--- config.mk ---
export PLATFORM = sky130hd
export DESIGN_NAME = pflash_bus_front
export DESIGN_NICKNAME = d
export VERILOG_FILES = /design/src/rtl/pfb_pkg.sv /design/src/rtl/pfb_sync.sv /design/src/rtl/pfb_read_ctl.sv /design/src/rtl/pfb_wr_cap.sv /design/src/rtl/pflash_bus_front.sv
export SDC_FILE = /design/constraint.sdc
export NUM_CORES = 1
export LEC_CHECK = 0
export CORE_MARGIN = 3
export CORE_UTILIZATION = 42
export CTS_CLUSTER_DIAMETER = 200
export DETAILED_ROUTE_END_ITERATION = 8
export GPL_ROUTABILITY_DRIVEN = 1
export PLACE_DENSITY = 0.71
export SYNTH_ARGS = -nofsm -noshare
export SYNTH_HDL_FRONTEND = slang
export SYNTH_HIERARCHICAL = 1
export SYNTH_SLANG_ARGS = --single-unit
--- constraint.sdc ---
create_clock -name clk -period 1.4 [get_ports clk]
set_input_delay 0.21 -clock clk [delete_from_list [all_inputs] [get_ports clk]]
set_output_delay 0.21 -clock clk [all_outputs]
set_load 0.02 [all_outputs]
--- src/rtl/pfb_pkg.sv ---
package pfb_pkg;
    typedef enum logic [2:0] {
        MODE_STANDBY = 3'd0,
        MODE_READ    = 3'd1,
        MODE_ID      = 3'd2,
        MODE_WRITE   = 3'd3,
        MODE_OUTDIS  = 3'd4,
        MODE_INVALID = 3'd5
    } bus_mode_e;
endpackage

--- src/rtl/pfb_sync.sv ---
// Multi-stage synchronizer for a bundle of asynchronous bus inputs.
module pfb_sync #(
    parameter int              W       = 8,
    parameter int              STAGES  = 2,
    parameter logic [W-1:0]    RST_VAL = '0
) (
    input  logic         clk,
    input  logic         rst_n,
    input  logic [W-1:0] async_i,
    output logic [W-1:0] sync_o
);
    logic [W-1:0] stage_q [STAGES];

    generate
        for (genvar g = 0; g < STAGES; g++) begin : g_stage
            always_ff @(posedge clk or negedge rst_n) begin
                if (!rst_n) begin
                    stage_q[g] <= RST_VAL;
                end else if (g == 0) begin
                    stage_q[g] <= async_i;
                end else begin
                    stage_q[g] <= stage_q[(g == 0) ? 0 : g-1];
                end
            end
        end
    endgenerate

    assign sync_o = stage_q[STAGES-1];
endmodule

--- src/rtl/pfb_read_ctl.sv ---
// Read arming, bus mode decode and read data selection.
module pfb_read_ctl
    import pfb_pkg::*;
#(
    parameter int             AW       = 16,
    parameter int             DW       = 8,
    parameter logic [DW-1:0]  MFR_CODE = 8'h5A,
    parameter logic [DW-1:0]  DEV_CODE = 8'h96
) (
    input  logic          clk,
    input  logic          rst_n,
    input  logic          ce_s,
    input  logic          oe_s,
    input  logic          we_s,
    input  logic          a9_s,
    input  logic [AW-1:0] addr_s,
    input  logic [DW-1:0] rd_data_i,
    output logic          dq_oe_o,
    output logic [DW-1:0] dq_o,
    output bus_mode_e     mode_o
);
    typedef struct packed {
        logic      rd;
        logic      both_lo;
        bus_mode_e mode;
    } rd_state_t;

    rd_state_t st_d, st_q;
    logic      id_sel;

    assign id_sel = a9_s & ~addr_s[1];

    always_comb begin
        st_d         = st_q;
        st_d.both_lo = ~ce_s & ~oe_s;
        // a read starts only if WE was high when CE/OE became low together
        st_d.rd      = st_d.both_lo & we_s & (st_q.rd | ~st_q.both_lo);
        if (ce_s) begin
            st_d.mode = MODE_STANDBY;
        end else if (st_d.rd) begin
            st_d.mode = id_sel ? MODE_ID : MODE_READ;
        end else if (oe_s) begin
            st_d.mode = we_s ? MODE_OUTDIS : MODE_WRITE;
        end else begin
            st_d.mode = MODE_INVALID;
        end
    end

    always_ff @(posedge clk or negedge rst_n) begin
        if (!rst_n) begin
            st_q <= '{rd: 1'b0, both_lo: 1'b0, mode: MODE_STANDBY};
        end else begin
            st_q <= st_d;
        end
    end

    assign dq_oe_o = st_q.rd;
    assign mode_o  = st_q.mode;

    always_comb begin
        if (!st_q.rd) begin
            dq_o = '0;
        end else if (id_sel) begin
            dq_o = addr_s[0] ? DEV_CODE : MFR_CODE;
        end else begin
            dq_o = rd_data_i;
        end
    end
endmodule

--- src/rtl/pfb_wr_cap.sv ---
// Write window tracking: address at window open, data and event at close.
module pfb_wr_cap #(
    parameter int AW = 16,
    parameter int DW = 8
) (
    input  logic          clk,
    input  logic          rst_n,
    input  logic          ce_s,
    input  logic          we_s,
    input  logic [AW-1:0] addr_s,
    input  logic [DW-1:0] dq_s,
    output logic          wr_valid_o,
    output logic [AW-1:0] wr_addr_o,
    output logic [DW-1:0] wr_data_o
);
    typedef struct packed {
        logic          act;
        logic          valid;
        logic [AW-1:0] addr;
        logic [DW-1:0] data;
    } wr_state_t;

    wr_state_t st_d, st_q;
    logic      act_now;

    assign act_now = ~ce_s & ~we_s;

    always_comb begin
        st_d       = st_q;
        st_d.act   = act_now;
        st_d.valid = st_q.act & ~act_now;
        if (act_now && !st_q.act) begin
            st_d.addr = addr_s;
        end
        if (st_q.act && !act_now) begin
            st_d.data = dq_s;
        end
    end

    always_ff @(posedge clk or negedge rst_n) begin
        if (!rst_n) begin
            st_q <= '0;
        end else begin
            st_q <= st_d;
        end
    end

    assign wr_valid_o = st_q.valid;
    assign wr_addr_o  = st_q.addr;
    assign wr_data_o  = st_q.data;
endmodule

--- src/rtl/pflash_bus_front.sv ---
module pflash_bus_front
    import pfb_pkg::*;
#(
    parameter int             AW          = 16,
    parameter int             DW          = 8,
    parameter int             SYNC_STAGES = 2,
    parameter logic [DW-1:0]  MFR_CODE    = 8'h5A,
    parameter logic [DW-1:0]  DEV_CODE    = 8'h96
) (
    input  logic          clk,
    input  logic          rst_n,
    input  logic          ce_n_i,
    input  logic          oe_n_i,
    input  logic          we_n_i,
    input  logic [AW-1:0] addr_i,
    input  logic          a9_hv_i,
    input  logic [DW-1:0] dq_i,
    input  logic [DW-1:0] rd_data_i,
    output logic [AW-1:0] rd_addr_o,
    output logic [DW-1:0] dq_o,
    output logic          dq_oe_o,
    output logic [2:0]    mode_o,
    output logic          wr_valid_o,
    output logic [AW-1:0] wr_addr_o,
    output logic [DW-1:0] wr_data_o
);
    localparam int           SW     = 4 + AW + DW;
    localparam logic [SW-1:0] SRST  = {3'b111, {(SW-3){1'b0}}};

    logic [SW-1:0] bundle_s;
    logic          ce_s, oe_s, we_s, a9_s;
    logic [AW-1:0] addr_s;
    logic [DW-1:0] dq_s;
    bus_mode_e     mode;

    pfb_sync #(.W(SW), .STAGES(SYNC_STAGES), .RST_VAL(SRST)) u_sync (
        .clk     (clk),
        .rst_n   (rst_n),
        .async_i ({ce_n_i, oe_n_i, we_n_i, a9_hv_i, addr_i, dq_i}),
        .sync_o  (bundle_s)
    );

    assign {ce_s, oe_s, we_s, a9_s, addr_s, dq_s} = bundle_s;

    pfb_read_ctl #(.AW(AW), .DW(DW), .MFR_CODE(MFR_CODE), .DEV_CODE(DEV_CODE)) u_rd (
        .clk       (clk),
        .rst_n     (rst_n),
        .ce_s      (ce_s),
        .oe_s      (oe_s),
        .we_s      (we_s),
        .a9_s      (a9_s),
        .addr_s    (addr_s),
        .rd_data_i (rd_data_i),
        .dq_oe_o   (dq_oe_o),
        .dq_o      (dq_o),
        .mode_o    (mode)
    );

    pfb_wr_cap #(.AW(AW), .DW(DW)) u_wr (
        .clk        (clk),
        .rst_n      (rst_n),
        .ce_s       (ce_s),
        .we_s       (we_s),
        .addr_s     (addr_s),
        .dq_s       (dq_s),
        .wr_valid_o (wr_valid_o),
        .wr_addr_o  (wr_addr_o),
        .wr_data_o  (wr_data_o)
    );

    assign rd_addr_o = addr_s;
    assign mode_o    = mode;
endmodule

==> results of run 1 <==
sequential cells by signal (all words and copies together) (netlist names):
| register | cells |
|---|---|
| u_wr/wr_valid_o | 1 |
| u_rd/st_q | 1 |
| u_wr/st_q | 1 |
| u_rd/mode_o | 3 |
| u_wr/wr_addr_o | 16 |
| u_sync/sync_o | 28 |
| u_rd/dq_oe_o | 1 |
| u_sync/stage_q | 28 |
| u_wr/wr_data_o | 8 |
cell usage in the layout (no fill, tap or decap), drive strengths merged:
cell type / n
o2bb2ai: 1
o21bai: 1
mux2: 24
clkdlybuf4s15: 1
bufinv: 2
nor3: 1
and2b: 1
a21boi: 4
o21a: 2
nor4b: 1
a21oi: 1
dfstp: 6
clkinv: 1
nor2: 2
dfrtp: 81
and3: 2
clkdlybuf4s50: 36
dlygate4sd2: 42
o21ai: 1
nand2: 5
nor3b: 2
nand2b: 3
buf: 26
nor2b: 1
inv: 1
clkbuf: 13
dlygate4sd3: 1
stage by stage:
step / TNS [ns] / power [uW]
final: -1.19 / 5590
after floorplan: 0 / 3490
after global placement: -1.99 / 3790
after global routing: -1.79 / 5850
after CTS: -1.16 / 5660
after detailed placement: -2.12 / 3820
layout make-up:
class | instances | area share (%)
flip-flops and latches | 87 | 53.6
repair buffers | 107 | 24.9
multi-input cells | 52 | 12.9
clock buffers | 12 | 4.05
well taps | 96 | 2.94
clock inverters | 3 | 1.60
inverters | 1 | 0.0920
report_power, final:
group,leakage (uW),internal [uW],total [uW],switching (uW)
clock network,0.000118,1140,1930,793
registers,0.00102,2730,2830,93.6
logic,0.000722,410,828,418
total,0.00186,4280,5590,1300
synth_stat cells:
| master | instances | area, sq um |
|---|---|---|
| dfrtp_1 | 81 | 2030 |
| buf_4 | 55 | 413 |
| mux2_2 | 24 | 270 |
| dfstp_2 | 6 | 158 |
| nand2_1 | 5 | 18.8 |
| a21boi_1 | 3 | 22.5 |
| nand2b_1 | 3 | 18.8 |
| and3_2 | 2 | 15.0 |
| nor2_1 | 2 | 7.51 |
| nor3b_1 | 2 | 15.0 |
| o21a_1 | 2 | 15.0 |
| a21boi_2 | 1 | 11.3 |
| a21oi_1 | 1 | 5.00 |
| and2b_1 | 1 | 7.51 |
| buf_8 | 1 | 15.0 |
| inv_1 | 1 | 3.75 |
| nor2b_2 | 1 | 8.76 |
| nor3_4 | 1 | 16.3 |
| nor4b_4 | 1 | 23.8 |
| o21ai_2 | 1 | 8.76 |
| o21bai_1 | 1 | 7.51 |
| o2bb2ai_2 | 1 | 15.0 |
how the worst max path moves through the flow:
stage | startpoint | end | slack [ns] | cells past startpoint
after floorplan | u_sync/sync_o[27] | u_wr/wr_addr_o[0] | 0.001 | 4
after global placement | rd_data_i[2] | dq_o[2] | -0.28 | 4
after detailed placement | rd_data_i[6] | dq_o[6] | -0.30 | 4
after CTS | u_sync/sync_o[9] | dq_o[1] | -0.20 | 4
after global routing | u_sync/sync_o[9] | dq_o[3] | -0.25 | 4
final | u_sync/sync_o[9] | dq_o[6] | -0.17 | 4
worst max-delay path, delay by kind of cell, from the launching register on:
family,cells,cell delay [ns]
flip-flops,1,0.39
AND/OR/NAND/NOR,2,0.36
buffers and inverters,1,0.15
AO/OA/AOI/OAI,1,0.13
repair_timing:
| action | in CTS | in global routing |
|---|---|---|
| hold buffers | 1 | 0 |
| gates resized for setup | 101 | 5 |
| endpoints found under the setup margin | 59 | 10 |
| hold endpoints to repair | 20 | 0 |
| buffers inserted | 4 | 1 |
| pin swaps | 1 | 4 |
cells by family (layout without fill, tap and decap cells):
family	Yosys count	in the layout	share of synthesized area, %
buffers and inverters	57	123	13.9
DFF	87	87	70.4
and+or+nand+nor	18	18	4.23
AOI/OAI and AO/OA	10	10	2.74
muxes	24	24	8.71
routing by layer:
metal	vias up	global-route usage, %
li1	707	-
met1	776	14.8
met2	52	22.4
met3	5	4.27
met4	0	5.94
met5	-	0
==> flow_summary.json, run 1 <==
{
  "dr.pass1.iters": 4,
  "multi_input_area_sq_um": 524,
  "path_clk_slew_ns": 0.08,
  "rsz0062_at_grt": "yes",
  "pre_cts_ws_ns": -0.298,
  "rrSetupSlack_ns": 0.06,
  "finalClockSkew_ns": 0.00843,
  "die_area_sq_mm": 0.00846,
  "fin_cells": 358,
  "crit_chain": "and2b_2 > nand2b_1 > a21boi_2 > buf_4",
  "synth_warnings": 6,
  "grt.overflow.total": 0,
  "syn_inst": 196,
  "antenna_found_initial": 0,
  "ys_ff_latch": 87,
  "ff2ff_path_depth": 3,
  "grt_start_max_net_pins": 26,
  "cp.required_ns": 1.19,
  "hp-class": "in -> reg",
  "start_util_pct": 44.4,
  "min-delay-start": "ce_n_i",
  "n_antenna_cell": 0,
  "nFillCells": 589,
  "final_antenna_net_count": 0,
  "synth_fp_nets": 234,
  "ios": 91,
  "vias_per_cell": 4.30,
  "max_clock_freq_ghz": 0.636,
  "reg2reg_from": "u_wr/st_q[25]",
  "period_needed_ns": 1.57,
  "powerDensity_mw_per_mm2": 1370,
  "grt_use_total_pct": 13.1,
  "violations": "negative setup slack",
  "regArea_sq_mm": 0.00219,
  "cts.path.max_buffers": 2,
  "cpMaxStageDelayCell": "dfrtp_1",
  "met2WireLength_mm": 2.71,
  "arrival_ns": 1.36,
  "finalHoldViolCount": 0,
  "die_w_um": 92.0,
  "wl_per_cell_um": 14.2,
  "fin_area_sq_mm": 0.00408,
  "die_h_um": 92.0,
  "dpl_cell_area_sq_mm": 0.00383,
  "coreArea_sq_mm": 0.00698,
  "grt_pass1_vias": 1627,
  "top_layer_used": "met4",
  "grt_pass1_wl_mm": 8.31,
  "routed-via-count": 1540,
  "place.detailed.hpwl_mm": 3.57,
  "timing.slew.headroom_pct": 75.7,
  "numCtsBuffers": 9,
  "drt_iter0_markers": 37,
  "wl_met3_um": 322,
  "dp_cells": 337,
  "cts_htree_levels": 3,
  "drive_above_1_share_pct": 33.2,
  "root_buffer": "clkbuf_8",
  "clock_sinks": 87,
  "max_cap_violations": 0,
  "finalSetupViolations": 8,
  "syn_avg_cell_area_sq_um": 15.8,
  "r2r-end": "u_wr/wr_addr_o[5]",
  "finish.utilization_pct": 58.4,
  "wl_mm": 5.07,
  "ys_seq_area_share_pct": 70.4,
  "crit_path_max_incr_delay_ns": 0.39,
  "hold_path_end": "u_sync/stage_q[55]",
  "critPathKind": "reg -> out",
  "max-vdd-ir-drop_v": 0.000709,
  "finalCritPeriodShare_pct": 112,
  "tritoncts": "built",
  "whs_path_depth": 1,
  "ys_types": 22,
  "setup_ws_ns": -0.173,
  "gp_congestion": 0.688,
  "cp-end-kind": "output pin",
  "row_count": 30,
  "final_max_slew_viol_count": 0,
  "cp-start-kind": "flop",
  "netlist_area_sq_mm": 0.00310,
  "tightest_slew_ns": 0.364,
  "io_buffers": 90,
  "area_growth_pct": 31.5,
  "cp_max_fo": 4,
  "wl_met1_mm": 1.97,
  "drc_errors": 0,
  "timing.hold.ws_ns": 0.280,
  "clk-insertion-delay-late_ns": 0.33,
  "fin_nets": 296,
  "status": "complete, but fails checks",
  "p_leak_uw": 0.00186
}
No activity file was read; power rests on OpenSTA's default activity.
==> run 2, diff against run 1 <==
--- a/config.mk
+++ b/config.mk
@@ -5,6 +5,7 @@
 export SDC_FILE = /design/constraint.sdc
 export NUM_CORES = 1
 export LEC_CHECK = 0
+export ABC_AREA = 1
 export CORE_MARGIN = 3
 export CORE_UTILIZATION = 42
 export CTS_CLUSTER_DIAMETER = 200
==> flow_summary.json, run 2 <==
{
  "setup_ws_ns": -0.143,
  "status": "complete, but fails checks",
  "root_buffer": "clkbuf_8",
  "area_growth_pct": 27.1,
  "final_antenna_net_count": 0,
  "grt_pass1_wl_mm": 8.67,
  "cts_htree_levels": 3,
  "grt.overflow.total": 0,
  "tns_ns": -0.736,
  "dr.pass1.iters": 4,
  "numCtsBuffers": 9,
  "violations": "negative setup slack",
  "synth_most_common_cell": "dfrtp_1",
  "io_buffers": 90,
  "nFillCells": 620,
  "critPathKind": "reg -> out",
  "yosys.area_share.simple_pct": 14.3,
  "synthAdderAreaFrac_pct": 0,
  "final_max_slew_viol_count": 0,
  "cp-end-kind": "output pin",
  "grt_use_total_pct": 13.3,
  "cp_max_fo": 5,
  "clock_sinks": 87,
  "synth_xor_area_share_pct": 0,
  "synthFlopType": "dfrtp_1",
  "start_util_pct": 45.0,
  "synth_warnings": 6,
  "antenna_found_initial": 0,
  "grt_start_max_net_pins": 88,
  "wl_per_cell_um": 12.6,
  "synth_edf_count": 0,
  "finalCritPeriodShare_pct": 110,
  "cp-start-kind": "flop",
  "synth_top_family_by_area": "buffers and inverters",
  "pre_cts_ws_ns": -0.291,
  "path_clk_slew_ns": 0.08,
  "syn_inst": 263,
  "max_clock_freq_ghz": 0.648,
  "yosysTopAreaCellShare_pct": 64.2,
  "n_antenna_cell": 0,
  "wl_mm": 5.30,
  "tightest_slew_ns": 0.446,
  "finalClockSkew_ns": 0.00803,
  "synth_top_cells_by_count": "dfrtp_1, buf_4, nand2_1, nand3_1, nor2_1",
  "mostFrequentLayoutCell": "dfrtp_1",
  "syn_avg_cell_area_sq_um": 12.0,
  "drc_errors": 0,
  "synth_compound_area_share_pct": 1.03,
  "layout_common_cells": "dfrtp_1, nand2_1, dlygate4sd2_1",
  "ys_types": 16,
  "row_count": 30,
  "cts.path.max_buffers": 2,
  "place.detailed.hpwl_mm": 3.66,
  "timing.hold.ws_ns": 0.271,
  "period_needed_ns": 1.54,
  "synth_fp_nets": 301,
  "ios": 91,
  "routed-via-count": 1805,
  "synthMuxAreaShare_pct": 0,
  "drt_iter0_markers": 100,
  "timing.slew.headroom_pct": 70.3,
  "die_area_sq_mm": 0.00859,
  "max_cap_violations": 0,
  "ys_seq_area_share_pct": 69.2,
  "dp_cells": 397,
  "arrival_ns": 1.33,
  "clk-insertion-delay-late_ns": 0.34,
  "synth_async_sr_flop_share_pct": 100,
  "drive_above_1_share_pct": 18.2,
  "finalSetupViolations": 8,
  "netlist_area_sq_mm": 0.00316,
  "grt_pass1_vias": 1759,
  "max-vdd-ir-drop_v": 0.000585,
  "ys_ff_latch": 87,
  "hp-class": "in -> reg",
  "fin_area_sq_mm": 0.00401,
  "dpl_cell_area_sq_mm": 0.00379,
  "powerDensity_mw_per_mm2": 1380,
  "die_h_um": 92.7,
  "coreArea_sq_mm": 0.00702,
  "finalHoldViolCount": 0,
  "fin_nets": 358,
  "cp.required_ns": 1.19,
  "p_leak_uw": 0.00201,
  "tritoncts": "built",
  "synth.area.top_cells": "dfrtp_1, buf_4, nand2_1, dfstp_2, nand3_1",
  "gp_congestion": 0.707,
  "vias_per_cell": 4.30,
  "rsz0062_at_grt": "yes",
  "fin_cells": 420,
  "yosys.area.top_type": "dfrtp_1",
  "die_w_um": 92.7
}
-- run 2: layer usage --
metal | global-route usage (%) | wire, um | vias to the layer above | part of all wire, %
met5 | 0 | 0 | - | 0
met4 | 9.04 | 136 | 0 | 2.6
met1 | 15.7 | 2230 | 860 | 42
met2 | 21.3 | 2630 | 59 | 50
li1 | - | - | 878 | -
met3 | 3.41 | 310 | 8 | 5.8
-- run 2: cell type report --
class	instances	area, sq um	area share (%)
Tap cell	96	120	2.99
Clock inverter	5	108	2.68
Timing Repair Buffer	105	943	23.5
Sequential cell	87	2180	54.5
Multi-Input combinational cell	106	487	12.1
Clock buffer	10	128	3.18
Inverter	11	41.3	1.03
-- run 2: logic make-up after synthesis --
logic type      Yosys count
flops                    87
compound gates            5
buf+inv                  70
simple gates            101
-- run 2: worst max-delay path: stages, from the launching register on --
cell and delay [ns]:
dfrtp_1 0.41, nor2_4 0.15, inv_2 0.08, o21ai_2 0.14, nor2_1 0.07, buf_4 0.16
-- run 2: worst paths after layout --
path                                    startpoint                 end  slack (ns)  cells after the start
worst max-delay path              u_sync/sync_o[9]             dq_o[6]       -0.14                      5
worst min-delay path                        ce_n_i  u_sync/stage_q[55]        0.27                      1
worst max register to register   u_sync/sync_o[27]   u_wr/wr_data_o[4]        0.23                      4
worst min register to register  u_sync/stage_q[39]   u_sync/sync_o[11]        0.35                      0
max in group asynchronous                    rst_n  u_sync/stage_q[53]        0.56                      3
min in group asynchronous                    rst_n  u_sync/stage_q[51]        0.45                      3
-- run 2: where the power goes --
group          switching [uW]  internal (uW)
registers                92.6           2720
logic                     428            318
clock network             807           1180
total                    1330           4220
-- run 2: what timing repair did --
action,CTS,global route
endpoints found under the setup margin,53,27
cloned,0,0
hold buffers,1,0
resized for setup,90,4
pin swaps,4,5
endpoints found under the hold margin,81,0
buffers inserted,3,4
-- run 2: per-stage QoR --
step | total power, uW | utilization (%)
after floorplan | 3410 | -
after global placement | 3690 | 54.0
after detailed placement | 3710 | 54.0
after CTS | 5630 | 56.8
after global routing | 5830 | 57.1
final | 5540 | 57.1
==> run 3, diff against run 2 <==
--- a/config.mk
+++ b/config.mk
@@ -7,11 +7,13 @@
 export LEC_CHECK = 0
 export ABC_AREA = 1
 export CORE_MARGIN = 3
-export CORE_UTILIZATION = 42
+export CORE_UTILIZATION = 44
+export CTS_BUF_LIST = sky130_fd_sc_hd__clkbuf_4
 export CTS_CLUSTER_DIAMETER = 200
 export DETAILED_ROUTE_END_ITERATION = 8
 export GPL_ROUTABILITY_DRIVEN = 1
-export PLACE_DENSITY = 0.71
+export PLACE_DENSITY = 0.74
+export REMOVE_ABC_BUFFERS = 1
 export SYNTH_ARGS = -nofsm -noshare
 export SYNTH_HDL_FRONTEND = slang
 export SYNTH_HIERARCHICAL = 1
==> flow_summary.json, run 3 (same netlist as run 2, synthesis figures left out) <==
{
  "status": "complete, but fails checks",
  "violations": "negative setup slack",
  "final_antenna_net_count": 0,
  "reg2reg_from": "u_wr/st_q[25]",
  "cp_max_fo": 4,
  "clock_sinks": 87,
  "max-vdd-ir-drop_v": 0.000750,
  "finalCritPeriodShare_pct": 115,
  "grt.overflow.total": 0,
  "crit_start": "u_sync/sync_o[9]",
  "gp_congestion": 0.751,
  "root_buffer": "clkbuf_4",
  "path_clk_slew_ns": 0.12,
  "ios": 91,
  "tns_ns": -1.32,
  "nFillCells": 573,
  "antenna_found_initial": 0,
  "grt_start_max_net_pins": 88,
  "final_max_slew_viol_count": 0,
  "max_cap_violations": 0,
  "fin_cells": 421,
  "grt_pass1_vias": 1861,
  "powerDensity_mw_per_mm2": 1330,
  "drt_iter0_markers": 100,
  "wl_per_cell_um": 12.7,
  "place.detailed.hpwl_mm": 3.69,
  "finalSetupViolations": 8,
  "io_buffers": 90,
  "vias_per_cell": 4.33,
  "numCtsBuffers": 9,
  "area_growth_pct": 26.0,
  "wl_mm": 5.35,
  "clk-insertion-delay-late_ns": 0.40,
  "layout_common_cells": "dfrtp_1, nand2_1, clkdlybuf4s50_1",
  "finalClockSkew_ns": 0.0128,
  "cp.required_ns": 1.19,
  "multi_input_area_sq_um": 487,
  "tightest_slew_ns": 0.443,
  "routed-via-count": 1825,
  "dr.pass1.iters": 4,
  "finish.utilization_pct": 57.9,
  "cp-start-kind": "flop",
  "cp-end-kind": "output pin",
  "grt_pass1_wl_mm": 8.87,
  "drive_above_1_share_pct": 20.3,
  "fin_nets": 358,
  "rrSetupSlack_ns": 0.16,
  "coreArea_sq_mm": 0.00687,
  "row_count": 30,
  "n_antenna_cell": 0,
  "drc_errors": 0,
  "die_area_sq_mm": 0.00822,
  "hp-class": "in -> reg",
  "cts.path.max_buffers": 2,
  "timing.slew.headroom_pct": 70.4,
  "finalPower_uw": 5310,
  "die_w_um": 90.7,
  "setup_ws_ns": -0.212,
  "dp_cells": 396,
  "mostFrequentLayoutCell": "dfrtp_1",
  "critPathKind": "reg -> out",
  "ff2ff_path_depth": 4,
  "r2r-end": "u_wr/wr_addr_o[2]",
  "pre_cts_ws_ns": -0.331,
  "crit_end": "dq_o[2]",
  "arrival_ns": 1.40,
  "period_needed_ns": 1.61,
  "die_h_um": 90.7,
  "finalHoldViolCount": 0,
  "regArea_sq_mm": 0.00218,
  "cts_htree_levels": 3,
  "whs_path_depth": 1,
  "p_leak_uw": 0.00195,
  "start_util_pct": 45.9,
  "tritoncts": "built",
  "max_clock_freq_ghz": 0.620,
  "grt_use_total_pct": 13.8,
  "rsz0062_at_grt": "yes"
}
run 3: changes by cell type in the layout (fill, tap and decap cells not counted):
cell / change
clkinvlp_4: +1
clkbuf_4: +11
clkbuf_2: +5
clkbuf_8: -9
clkdlybuf4s15_1: +28
clkinv_4: -1
clkbuf_1: -1
buf_4: -2
dlygate4sd2_1: -33
buf_2: +2
run 3: critical path: stages, from the launching register on:
cell     delay (ns)
dfrtp_1        0.42
nor2_4         0.14
inv_2          0.08
o21ai_2        0.16
nor2_1         0.05
buf_2          0.15
run 3: stage by stage:
| step | cell area (sq um) | hold WS [ns] |
|---|---|---|
| final | 3980 | 0.204 |
| after global routing | 3980 | 0.153 |
| after CTS | 3930 | 0.166 |
| after detailed placement | 3780 | 0.282 |
| after global placement | 3780 | 0.273 |
| after floorplan | 2710 | -0.0856 |
run 3: repair_timing:
action,4_1_cts,5_1_grt
buffers inserted,3,5
pin swaps,3,1
resized for setup,91,39
hold buffers,1,0
hold endpoints to repair,81,0
setup endpoints to repair,53,58
run 3: power breakdown:
part	switching [uW]	total, uW	internal (uW)
sequential	108	2820	2720
clock	779	1730	949
combinational	423	754	331
run 3: how the worst min path moves through the flow:
stage                      start                 end  slack (ns)
after floorplan            rst_n        u_rd/dq_oe_o       -0.09
after global placement     rst_n      u_rd/mode_o[2]        0.27
after detailed placement   rst_n      u_rd/mode_o[1]        0.28
after CTS                 oe_n_i  u_sync/stage_q[54]        0.17
after global routing      oe_n_i  u_sync/stage_q[54]        0.15
final                     we_n_i  u_sync/stage_q[53]        0.20
run 3: routing by layer:
| metal | routed length, um | track usage [%] | vias to the layer above | part of all wire (%) |
|---|---|---|---|---|
| li1 | - | - | 880 | - |
| met1 | 2180 | 15.8 | 868 | 41 |
| met2 | 2720 | 23.3 | 69 | 51 |
| met3 | 353 | 4.75 | 8 | 6.6 |
| met4 | 99 | 6.12 | 0 | 1.8 |
| met5 | 0 | 0 | - | 0 |
run 3: cell type report:
type                    count  share of cell area, %
well taps                  96                   3.02
multi-input cells         106                   12.2
repair buffers            105                   24.0
inverters                  11                   1.04
clock buffers              11                   2.08
flip-flops and latches     87                   54.9
clock inverters             5                   2.67
